$ cat config.mk
export PLATFORM = sky130hd
export DESIGN_NAME = spi_xfer_engine
export DESIGN_NICKNAME = d
export VERILOG_FILES = /design/src/rtl/spi_eng_pkg.sv /design/src/rtl/spi_in_sync.sv /design/src/rtl/spi_clk_div.sv /design/src/rtl/spi_pin_router.sv /design/src/rtl/spi_xfer_engine.sv
export SDC_FILE = /design/constraint.sdc
export NUM_CORES = 1
export LEC_CHECK = 0
export BUFFER_PORTS_ARGS = -buffer_cell sky130_fd_sc_hd__buf_4
export CAP_MARGIN = 20
export CORE_MARGIN = 2
export CORE_UTILIZATION = 50
export DETAILED_ROUTE_END_ITERATION = 16
export PLACE_DENSITY_LB_ADDON = 0.2
export RECOVER_POWER = 100
export SETUP_SLACK_MARGIN = 0.4
export SLEW_MARGIN = 15
export SYNTH_ARGS = -nofsm -noshare
export SYNTH_HDL_FRONTEND = slang
export SYNTH_HIERARCHICAL = 1
export SYNTH_SLANG_ARGS = --single-unit
$ cat constraint.sdc
create_clock -name clk -period 3.1 [get_ports clk]
set_input_delay 0.31 -clock clk [delete_from_list [all_inputs] [get_ports clk]]
set_output_delay 0.31 -clock clk [all_outputs]
set_load 0.01 [all_outputs]
$ cat src/rtl/spi_eng_pkg.sv
package spi_eng_pkg;

    // Control word layout, bit 0 first: master, wide, fault_en, bidir_en, bidir_oe, stop_wait
    typedef struct packed {
        logic stop_wait;
        logic bidir_oe;
        logic bidir_en;
        logic fault_en;
        logic wide;
        logic master;
    } spi_cfg_t;

    localparam int CFG_W = $bits(spi_cfg_t);

    typedef enum logic [2:0] {
        ST_IDLE   = 3'd0,
        ST_M_LEAD = 3'd1,
        ST_M_HIGH = 3'd2,
        ST_M_LOW  = 3'd3,
        ST_S_SEL  = 3'd4
    } eng_state_t;

    // True when a control write must end a running master frame
    function automatic logic cfg_breaks_frame(spi_cfg_t cur, logic cur_master, spi_cfg_t nxt);
        logic dir_change;
        dir_change = cur.bidir_en && (cur.bidir_oe != nxt.bidir_oe);
        return (nxt.master != cur_master) || (nxt.wide != cur.wide) ||
               (nxt.fault_en != cur.fault_en) || (nxt.bidir_en != cur.bidir_en) || dir_change;
    endfunction

endpackage

$ cat src/rtl/spi_in_sync.sv
module spi_in_sync #(
    parameter int STAGES = 2
) (
    input  logic clk,
    input  logic rst_n,
    input  logic sck_i,
    input  logic ss_i,
    input  logic din_i,
    output logic ss_s,
    output logic din_s,
    output logic sck_rise,
    output logic sck_fall
);
    logic [STAGES-1:0] sck_p;
    logic [STAGES-1:0] ss_p;
    logic [STAGES-1:0] din_p;
    logic              sck_d;
    logic              sck_s;

    always_ff @(posedge clk or negedge rst_n) begin
        if (!rst_n) begin
            sck_p <= '0;
            ss_p  <= '1;
            din_p <= '0;
            sck_d <= 1'b0;
        end else begin
            sck_p <= {sck_p[STAGES-2:0], sck_i};
            ss_p  <= {ss_p[STAGES-2:0], ss_i};
            din_p <= {din_p[STAGES-2:0], din_i};
            sck_d <= sck_s;
        end
    end

    assign sck_s    = sck_p[STAGES-1];
    assign ss_s     = ss_p[STAGES-1];
    assign din_s    = din_p[STAGES-1];
    assign sck_rise = sck_s & ~sck_d;
    assign sck_fall = ~sck_s & sck_d;

endmodule

$ cat src/rtl/spi_clk_div.sv
module spi_clk_div #(
    parameter int HALF = 4
) (
    input  logic clk,
    input  logic rst_n,
    input  logic run,
    input  logic stall,
    output logic tick
);
    localparam int CW = (HALF > 1) ? $clog2(HALF) : 1;
    localparam logic [CW-1:0] LAST = CW'(HALF - 1);

    logic [CW-1:0] cnt_q;

    always_ff @(posedge clk or negedge rst_n) begin
        if (!rst_n) begin
            cnt_q <= '0;
        end else if (!run) begin
            cnt_q <= '0;
        end else if (!stall) begin
            cnt_q <= (cnt_q == LAST) ? '0 : cnt_q + CW'(1);
        end
    end

    assign tick = run && !stall && (cnt_q == LAST);

endmodule

$ cat src/rtl/spi_pin_router.sv
module spi_pin_router (
    input  logic master,
    input  logic bidir_en,
    input  logic bidir_oe,
    input  logic ss_act,
    input  logic sdo,
    input  logic sck_q,
    input  logic mosi_i,
    input  logic miso_i,
    output logic data_in,
    output logic sck_o,
    output logic sck_oe,
    output logic mosi_o,
    output logic mosi_oe,
    output logic miso_o,
    output logic miso_oe,
    output logic ss_o,
    output logic ss_oe
);
    always_comb begin
        mosi_oe = 1'b0;
        miso_oe = 1'b0;
        if (master) begin
            data_in = bidir_en ? mosi_i : miso_i;
            mosi_oe = bidir_en ? bidir_oe : 1'b1;
        end else begin
            data_in = bidir_en ? miso_i : mosi_i;
            miso_oe = ss_act && (bidir_en ? bidir_oe : 1'b1);
        end
    end

    assign mosi_o = sdo;
    assign miso_o = sdo;
    assign sck_o  = sck_q;
    assign sck_oe = master;
    assign ss_o   = 1'b1;
    assign ss_oe  = 1'b0;

endmodule

$ cat src/rtl/spi_xfer_engine.sv
module spi_xfer_engine
    import spi_eng_pkg::*;
#(
    parameter int WIDE_W      = 16,
    parameter int NARROW_W    = 8,
    parameter int DIV_HALF    = 4,
    parameter int SYNC_STAGES = 2
) (
    input  logic              clk,
    input  logic              rst_n,
    input  logic              cfg_we,
    input  logic [CFG_W-1:0]  cfg_wdata,
    input  logic              tx_we,
    input  logic [WIDE_W-1:0] tx_data,
    output logic [WIDE_W-1:0] rx_data,
    output logic              done,
    output logic              busy,
    output logic              is_master,
    output logic              mode_fault,
    input  logic              wait_in,
    input  logic              sck_i,
    output logic              sck_o,
    output logic              sck_oe,
    input  logic              mosi_i,
    output logic              mosi_o,
    output logic              mosi_oe,
    input  logic              miso_i,
    output logic              miso_o,
    output logic              miso_oe,
    input  logic              ss_i,
    output logic              ss_o,
    output logic              ss_oe
);
    localparam int CNT_W  = $clog2(WIDE_W + 1);
    localparam int FILL_W = WIDE_W - NARROW_W;

    eng_state_t        state_q, state_d;
    spi_cfg_t          cfg_q, cfg_new;
    logic              master_q, fault_q, wide_x_q, sck_q, done_q;
    logic [WIDE_W-1:0] shreg_q, rxsh_q, rx_q;
    logic [CNT_W-1:0]  cnt_q;
    logic              ss_s, din_s, sck_rise, sck_fall, ss_act;
    logic              tick, run, stall_w, data_in;
    logic              fault_evt, abort_evt, kill, busy_w;

    function automatic logic [CNT_W-1:0] frame_len(input logic wide);
        return wide ? CNT_W'(WIDE_W) : CNT_W'(NARROW_W);
    endfunction

    function automatic logic [WIDE_W-1:0] align_tx(input logic wide, input logic [WIDE_W-1:0] d);
        return wide ? d : {d[NARROW_W-1:0], {FILL_W{1'b0}}};
    endfunction

    function automatic logic [WIDE_W-1:0] fit_rx(input logic wide, input logic [WIDE_W-1:0] r);
        return wide ? r : {{FILL_W{1'b0}}, r[NARROW_W-1:0]};
    endfunction

    assign cfg_new   = spi_cfg_t'(cfg_wdata);
    assign busy_w    = (state_q != ST_IDLE);
    assign ss_act    = !ss_s;
    assign stall_w   = cfg_q.stop_wait && wait_in;
    assign run       = (state_q == ST_M_LEAD) || (state_q == ST_M_HIGH) || (state_q == ST_M_LOW);
    assign fault_evt = master_q && cfg_q.fault_en && !ss_s;
    assign abort_evt = cfg_we && master_q && busy_w && cfg_breaks_frame(cfg_q, master_q, cfg_new);
    assign kill      = fault_evt || abort_evt;

    spi_in_sync #(.STAGES(SYNC_STAGES)) u_sync (
        .clk      (clk),
        .rst_n    (rst_n),
        .sck_i    (sck_i),
        .ss_i     (ss_i),
        .din_i    (data_in),
        .ss_s     (ss_s),
        .din_s    (din_s),
        .sck_rise (sck_rise),
        .sck_fall (sck_fall)
    );

    spi_clk_div #(.HALF(DIV_HALF)) u_div (
        .clk   (clk),
        .rst_n (rst_n),
        .run   (run),
        .stall (stall_w),
        .tick  (tick)
    );

    spi_pin_router u_route (
        .master   (master_q),
        .bidir_en (cfg_q.bidir_en),
        .bidir_oe (cfg_q.bidir_oe),
        .ss_act   (ss_act),
        .sdo      (shreg_q[WIDE_W-1]),
        .sck_q    (sck_q),
        .mosi_i   (mosi_i),
        .miso_i   (miso_i),
        .data_in  (data_in),
        .sck_o    (sck_o),
        .sck_oe   (sck_oe),
        .mosi_o   (mosi_o),
        .mosi_oe  (mosi_oe),
        .miso_o   (miso_o),
        .miso_oe  (miso_oe),
        .ss_o     (ss_o),
        .ss_oe    (ss_oe)
    );

    // State register
    always_ff @(posedge clk or negedge rst_n) begin
        if (!rst_n) state_q <= ST_IDLE;
        else        state_q <= state_d;
    end

    // Next-state logic
    always_comb begin
        state_d = state_q;
        if (kill) begin
            state_d = ST_IDLE;
        end else begin
            unique case (state_q)
                ST_IDLE: begin
                    if (master_q && tx_we)      state_d = ST_M_LEAD;
                    else if (!master_q && ss_act) state_d = ST_S_SEL;
                end
                ST_M_LEAD, ST_M_LOW: begin
                    if (tick) state_d = ST_M_HIGH;
                end
                ST_M_HIGH: begin
                    if (tick) state_d = (cnt_q == CNT_W'(1)) ? ST_IDLE : ST_M_LOW;
                end
                ST_S_SEL: begin
                    if (!ss_act || master_q) state_d = ST_IDLE;
                end
                default: state_d = ST_IDLE;
            endcase
        end
    end

    // Datapath and outputs
    always_ff @(posedge clk or negedge rst_n) begin
        if (!rst_n) begin
            cfg_q    <= '0;
            master_q <= 1'b0;
            fault_q  <= 1'b0;
            wide_x_q <= 1'b0;
            sck_q    <= 1'b0;
            done_q   <= 1'b0;
            shreg_q  <= '0;
            rxsh_q   <= '0;
            rx_q     <= '0;
            cnt_q    <= '0;
        end else begin
            done_q <= 1'b0;
            if (cfg_we) begin
                cfg_q    <= cfg_new;
                master_q <= cfg_new.master;
                fault_q  <= 1'b0;
            end
            if (fault_evt) begin
                fault_q  <= 1'b1;
                master_q <= 1'b0;
            end
            if (kill) begin
                sck_q <= 1'b0;
            end else begin
                unique case (state_q)
                    ST_IDLE: begin
                        sck_q <= 1'b0;
                        if (master_q && tx_we) begin
                            shreg_q  <= align_tx(cfg_q.wide, tx_data);
                            cnt_q    <= frame_len(cfg_q.wide);
                            wide_x_q <= cfg_q.wide;
                            rxsh_q   <= '0;
                        end else if (!master_q) begin
                            if (tx_we) shreg_q <= align_tx(cfg_q.wide, tx_data);
                            if (ss_act) begin
                                cnt_q    <= frame_len(cfg_q.wide);
                                wide_x_q <= cfg_q.wide;
                                rxsh_q   <= '0;
                            end
                        end
                    end
                    ST_M_LEAD, ST_M_LOW: begin
                        if (tick) begin
                            sck_q  <= 1'b1;
                            rxsh_q <= {rxsh_q[WIDE_W-2:0], data_in};
                        end
                    end
                    ST_M_HIGH: begin
                        if (tick) begin
                            sck_q <= 1'b0;
                            cnt_q <= cnt_q - CNT_W'(1);
                            if (cnt_q == CNT_W'(1)) begin
                                done_q <= 1'b1;
                                rx_q   <= fit_rx(wide_x_q, rxsh_q);
                            end else begin
                                shreg_q <= shreg_q << 1;
                            end
                        end
                    end
                    ST_S_SEL: begin
                        if (sck_rise) rxsh_q <= {rxsh_q[WIDE_W-2:0], din_s};
                        if (sck_fall) begin
                            shreg_q <= shreg_q << 1;
                            if (cnt_q == CNT_W'(1)) begin
                                done_q <= 1'b1;
                                rx_q   <= fit_rx(wide_x_q, rxsh_q);
                                cnt_q  <= frame_len(wide_x_q);
                            end else begin
                                cnt_q <= cnt_q - CNT_W'(1);
                            end
                        end
                    end
                    default: sck_q <= 1'b0;
                endcase
            end
        end
    end

    assign rx_data    = rx_q;
    assign done       = done_q;
    assign busy       = busy_w;
    assign is_master  = master_q;
    assign mode_fault = fault_q;

endmodule

After elaboration in Yosys (flattened, before gate mapping) --
Cells that the tools add are included.
Operators by class: add/sub/neg operators 2, eq/ne operators 27, mux-type cells 61, bitwise operators 5, reduce and logical (&&, ||, !) cells 37
Operators with widths (number):
- 2-to-1 mux 16 bit | 16
- case mux 16 bit (3 select lines) | 2
- 2-to-1 mux 5 bit | 8
- case mux 16 bit (2 select lines) | 1
- 2-to-1 mux 1 bit | 20
- 2-to-1 mux 3 bit | 6
- != test 3 bit, second input constant | 6
- != test 2 bit, second input constant | 8
- case mux 5 bit (3 select lines) | 1
- logical AND 1 bit | 12
- case mux 3 bit (4 select lines) | 1
- AND reduction 4 bit | 3
- AND reduction 6 bit | 2
- nonzero test 3 bit | 3
- logical OR 1 bit | 8
- 2-to-1 mux 2 bit | 4
- AND reduction 7 bit | 1
- == test 3 x 2 -> 1 bit, second input constant | 2
- == test 5 x 1 -> 1 bit, second input constant | 1
- != test 1 bit | 5
- subtractor 5 x 1 -> 5 bit, second input constant | 1
- != test 4 bit, second input constant | 1
- nonzero test 2 bit | 2
- == test 3 x 1 -> 1 bit, second input constant | 1
- other kinds (12) | 17
Storage, ports and cells: flip-flop bits (word level) 75, input port bits 31, output and inout bits 28, word-level logic and storage cells 152

Logic depth before layout (Yosys ltp) --
word-level depth 9, depth in mapped cells 11, mapped depth without buffers 8

Modules after synthesis --
The synthesis kept the hierarchy.
By module, submodules not included:
- spi_xfer_engine | instances 1, cells an instance 339, area each 3450.8 µm², sequential area each 1651.6 µm²
- spi_in_sync | instances 1, cells an instance 9, area each 192.7 µm², sequential area each 177.7 µm²
- spi_clk_div | instances 1, cells an instance 8, area each 103.8 µm², sequential area each 50.0 µm²
- spi_pin_router | instances 1, cells an instance 13, area each 92.6 µm², sequential area each 0.0 µm²

Least setup slack after synthesis --
No wires, ideal clock.
path kind flip-flop to flip-flop, start register state_q[2], end register rxsh_q[10], setup time 79 ps, data arrival time 2810 ps, required time 3021 ps, slack 210 ps, cell stages (with the launch flop) 10, path buffers 3, period minus slack after synthesis 2890 ps, path through dfrtp_1 -> buf_1 -> clkbuf_1 -> nor2_1 -> and3b_2 -> nor2b_1 -> a22oi_1 -> a2111oi_2 -> buf_4 -> mux2i_1
On the way: word-level cells in the longest chain between the ends 7, elaborated cells between the ends (all ways) 22, those cells by class eq/ne: 8; mux: 1; bitwise: 1; reduce/logical: 12
Ends and longest elaborated chain:
- from (decl) | line spi_xfer_engine.sv:37 | eng_state_t state_q, state_d;
- from (signal assigned) | line spi_xfer_engine.sv:110 | else state_q <= state_d;
- == test 3 x 1 -> 1 bit / == test 3 x 2 -> 1 bit (equally long branches) | line spi_xfer_engine.sv:62 | assign run = (state_q == ST_M_LEAD) || (state_q == ST_M_HIGH) || (state_q == ST_M_LOW);
- logical OR 1 bit | line spi_xfer_engine.sv:62
- logical OR 1 bit * | line spi_xfer_engine.sv:62
- named net run | line spi_xfer_engine.sv:43 | logic tick, run, stall_w, data_in;
- logical AND 1 bit * (2 in a row) | line spi_clk_div.sv:25 | assign tick = run && !stall && (cnt_q == LAST);
- named net tick | line spi_xfer_engine.sv:43
- != test 2 bit (no source line) *
- AND reduction 6 bit (no source line) *
- to (signal assigned) | line spi_xfer_engine.sv:185 | rxsh_q <= {rxsh_q[WIDE_W-2:0], data_in};
- to (signal assigned) | line spi_xfer_engine.sv:201 | if (sck_rise) rxsh_q <= {rxsh_q[WIDE_W-2:0], din_s};
- to (decl) | line spi_xfer_engine.sv:40 | logic [WIDE_W-1:0] shreg_q, rxsh_q, rx_q;
Mark *: on every way through the listed nets, which the timed path passes. The rest lies on a longest branch. A chain may end at the register's enable or synchronous reset.

Worst setup path after layout --
start register state_q[1], end register rx_q[7] (netlist: rx_data[7])
On the way: word-level cells in the longest chain between the ends 7, elaborated cells between the ends (all ways) 18, those cells by class eq/ne: 6; mux: 1; bitwise: 1; reduce/logical: 10
Ends and longest elaborated chain:
- == test 3 x 1 -> 1 bit / == test 3 x 2 -> 1 bit (equally long branches) | line spi_xfer_engine.sv:62, spi_xfer_engine.sv:165
- logical OR 1 bit (2 in a row) | line spi_xfer_engine.sv:62
- logical AND 1 bit (2 in a row) | line spi_clk_div.sv:25
- != test 2 bit (no source line)
- AND reduction 4 bit (no source line)
- to (signal assigned) | line spi_xfer_engine.sv:194 | rx_q <= fit_rx(wide_x_q, rxsh_q);
- to (signal assigned) | line spi_xfer_engine.sv:206 | rx_q <= fit_rx(wide_x_q, rxsh_q);
- to (decl) | line spi_xfer_engine.sv:40
Several ways; a longest one is shown, not always the timed one.

==> results_dict.tcl <==
set metrics [dict create \
    clock_skew_ns 0.0181 \
    drtAntennaViolNets 0 \
    synth_xor_area_share_pct 1.82 \
    ys_seq_elements 75 \
    synth.avg_cell_area_um2 10.4 \
    reg2reg_from "state_q[1]" \
    grt_max_degree 76 \
    gr-usage-all-layers_pct 17.5 \
    synth_nets 403 \
    hold_path.class "in2reg" \
    fmax_ghz 0.374 \
    crit_type "reg2reg" \
    drt-initial-drc-count 170 \
    startpoint "state_q[1]" \
    netlist_area_um2 3840 \
    relSlewSlack_pct -20.3 \
    synth_top_family_by_area "multiplexers" \
    drive_above_1_share_pct 22.0 \
    min_from "ss_i" \
    yosysSeqAreaShare_pct 48.9 \
    worst_setup_path_start_kind "flop" \
    htree_levels 3 \
    cts_tree "yes" \
    cts_setup_buffers 0 \
    synth_simple_gate_area_share_pct 12.6 \
    place_area_um2 4290 \
    num_vias 2677 \
    drc_errors 0 \
    grt_pass1_wl_um 11900 \
    nFillCells 672 \
    synth_compound_area_share_pct 9.48 \
    cts_root_buffer "clkbuf_8" \
    fp.dieArea_um2 8400 \
    total_power_mw 2.96 \
    rsz0062_at_grt "false" \
    multi_input_area_um2 1670 \
    drv_cap 1 \
    clk_pin_slew_ns 0.09 \
    seqCellArea_um2 1880 \
    fp.coreArea_um2 7330 \
    synthFlopType "dfrtp_1" \
    portBuffers 56 \
    grt_pass1_vias 2502 \
    period_share_pct 86.2 \
    vias_per_cell 5.14 \
    worstPathRequired_ns 3.34 \
    clkLatencyLatePin_ns 0.35 \
    synthMuxAreaShare_pct 18.3 \
    leakagePower_nw 2.04 \
    vdd_drop_max_uv 441 \
    clockBufferDepth 2 \
    cts_sinks 75 \
    syn_inst 369 \
    final.min_clock_period_ns 2.67 \
    grt-ovfl-total 0 \
    worstPathArrival_ns 2.92 \
    areaGrowthSynthToFinish_pct 13.7 \
    maxSlewViolCount 76 \
    start_util_pct 52.4 \
    finalNonFillerCells 521 \
    p_per_area_nw_per_um2 678 \
    hold_viol_final 0 \
    place_inst 505 \
    cts-resized-gates 0 \
    dieHeight_um 91.6 \
    first_pass_iters 4 \
    postCtsHoldBufs 0 \
    yosys_warnings 6 \
    post-dp-hpwl_um 4700 \
    cts_buffers 9 \
    route.final.wire_length_um 6880 \
    violations "capacitance limit, slew limit" \
    nets 451 \
    pin_count 59 \
    num_antenna_cells 0 \
    place.gp.congestion 0.840 \
    synthAdderAreaFrac_pct 0.978 \
    critPathMaxFanout 17 \
    num_rows 31 \
    ys_types 53 \
    synth_edf_count 0 \
    async_flop_share_pct 100 \
    status "complete, but fails checks" \
    avgRoutedWirePerCell_um 13.2 \
    final_util_pct 59.5 \
    fin_setup_tns_ns 0 \
    fin_area_um2 4360 \
    tightest_slew_ns 1.80 \
    setup_viol 0 \
    antenna_found_initial 0 \
    worst_setup_path_end_kind "flop" \
    die_x_um 91.6 \
]
==> area by class of cell <==
| class | instances | area share, % |
|---|---|---|
| clock inverter | 7 | 1.38 |
| clock buffer | 9 | 2.84 |
| sequential | 75 | 43.1 |
| multi-input combinational | 233 | 38.4 |
| inverter | 34 | 2.92 |
| tap | 99 | 2.84 |
| timing repair buffer | 64 | 8.57 |
==> state kept, by name, indices dropped and copies added, names as in the netlist <==
| register | count |
|---|---|
| u_sync/sck_p | 2 |
| mode_fault | 1 |
| cfg_q | 5 |
| rx_data | 16 |
| u_sync/sck_d | 1 |
| done | 1 |
| shreg_q | 16 |
| cnt_q | 5 |
| u_div/cnt_q | 2 |
| wide_x_q | 1 |
| sck_q | 1 |
| is_master | 1 |
| rxsh_q | 16 |
| u_sync/ss_p | 2 |
| state_q | 3 |
| u_sync/din_p | 2 |
==> metal layers <==
| layer | up-vias | wire length [um] | track usage (%) |
|---|---|---|---|
| met5 | - | 0 | 0 |
| met4 | 0 | 76 | 5.68 |
| met3 | 7 | 288 | 3.45 |
| met2 | 54 | 3090 | 25.5 |
| met1 | 1287 | 3430 | 26.2 |
| li1 | 1329 | - | - |
==> metrics by stage <==
stage	worst slack [ns]	hold WS (ns)
5_1_grt	0.211	0.0511
3_5_place_dp	0.436	0.336
3_3_place_gp	0.476	0.333
2_1_floorplan	0.443	0.0144
4_1_cts	0.423	0.0536
6_report	0.428	0.0735
==> layout by cell type (no fill, tap or decap), types with 3 or more instances in the layout <==
cell type	count
a21oi_1	4
clkbuf_1	27
o21ai_0	25
dfrtp_1	72
o211ai_1	3
nor2_1	12
o31ai_1	3
o22ai_1	3
clkbuf_8	9
nand3_1	3
xor2_1	4
xnor2_1	4
nand2_1	55
nor2b_1	6
nor3_1	3
ha_1	3
buf_4	33
nand2b_1	3
inv_1	34
mux2_2	29
mux2i_1	35
a31oi_1	4
==> power breakdown <==
| part | internal, mW | switching (mW) | leakage [nW] | total, mW |
|---|---|---|---|---|
| combinational | 0.423 | 0.474 | 1.02 | 0.896 |
| sequential | 1.20 | 0.166 | 0.938 | 1.37 |
| clock | 0.306 | 0.393 | 0.0901 | 0.699 |
| total | 1.93 | 1.03 | 2.04 | 2.96 |
==> logic make-up after synthesis <==
logic type,after synthesis
other,2
AO/OA/AOI/OAI,53
AND/OR/NAND/NOR,101
flip-flops,75
XOR/XNOR,8
adder cells (fa/ha/maj),3
buffers and inverters,61
multiplexers,66
==> worst paths after layout <==
path                       cells past startpoint              end  slack (ns)
setup / recovery                               6       rx_data[7]        0.43
hold / removal                                 1   u_sync/ss_p[0]        0.07
setup reg to reg                               6       rx_data[7]        0.43
hold reg to reg                                0  u_sync/sck_p[1]        0.35
max in group asynchronous                      1       state_q[0]        1.45
min in group asynchronous                      1       state_q[2]        0.45
==> Yosys cell counts (all sizes together) (4+ instances only) <==
library cell  number  area share, %
dfrtp             73             48
nand2             55            5.4
mux2i             35            9.1
inv               34            3.3
mux2              31            9.2
o21ai             25            3.3
buf               14            3.1
clkbuf            13            1.3
nor2              12            1.2
nor2b              6           0.98
a31oi              5            1.2
a21oi              4           0.52
nor3               4           0.65
xnor2              4           0.91
xor2               4           0.91
==> worst max-delay path, cell delays in order, from the launching register on <==
cell and delay (ns):
dfrtp_1 0.55, or3_1 0.56, a31oi_4 0.25, a41oi_4 0.09
or4b_1 0.56, buf_4 0.23, mux2_1 0.32
Note: power is estimated with default switching activity, not from simulation.
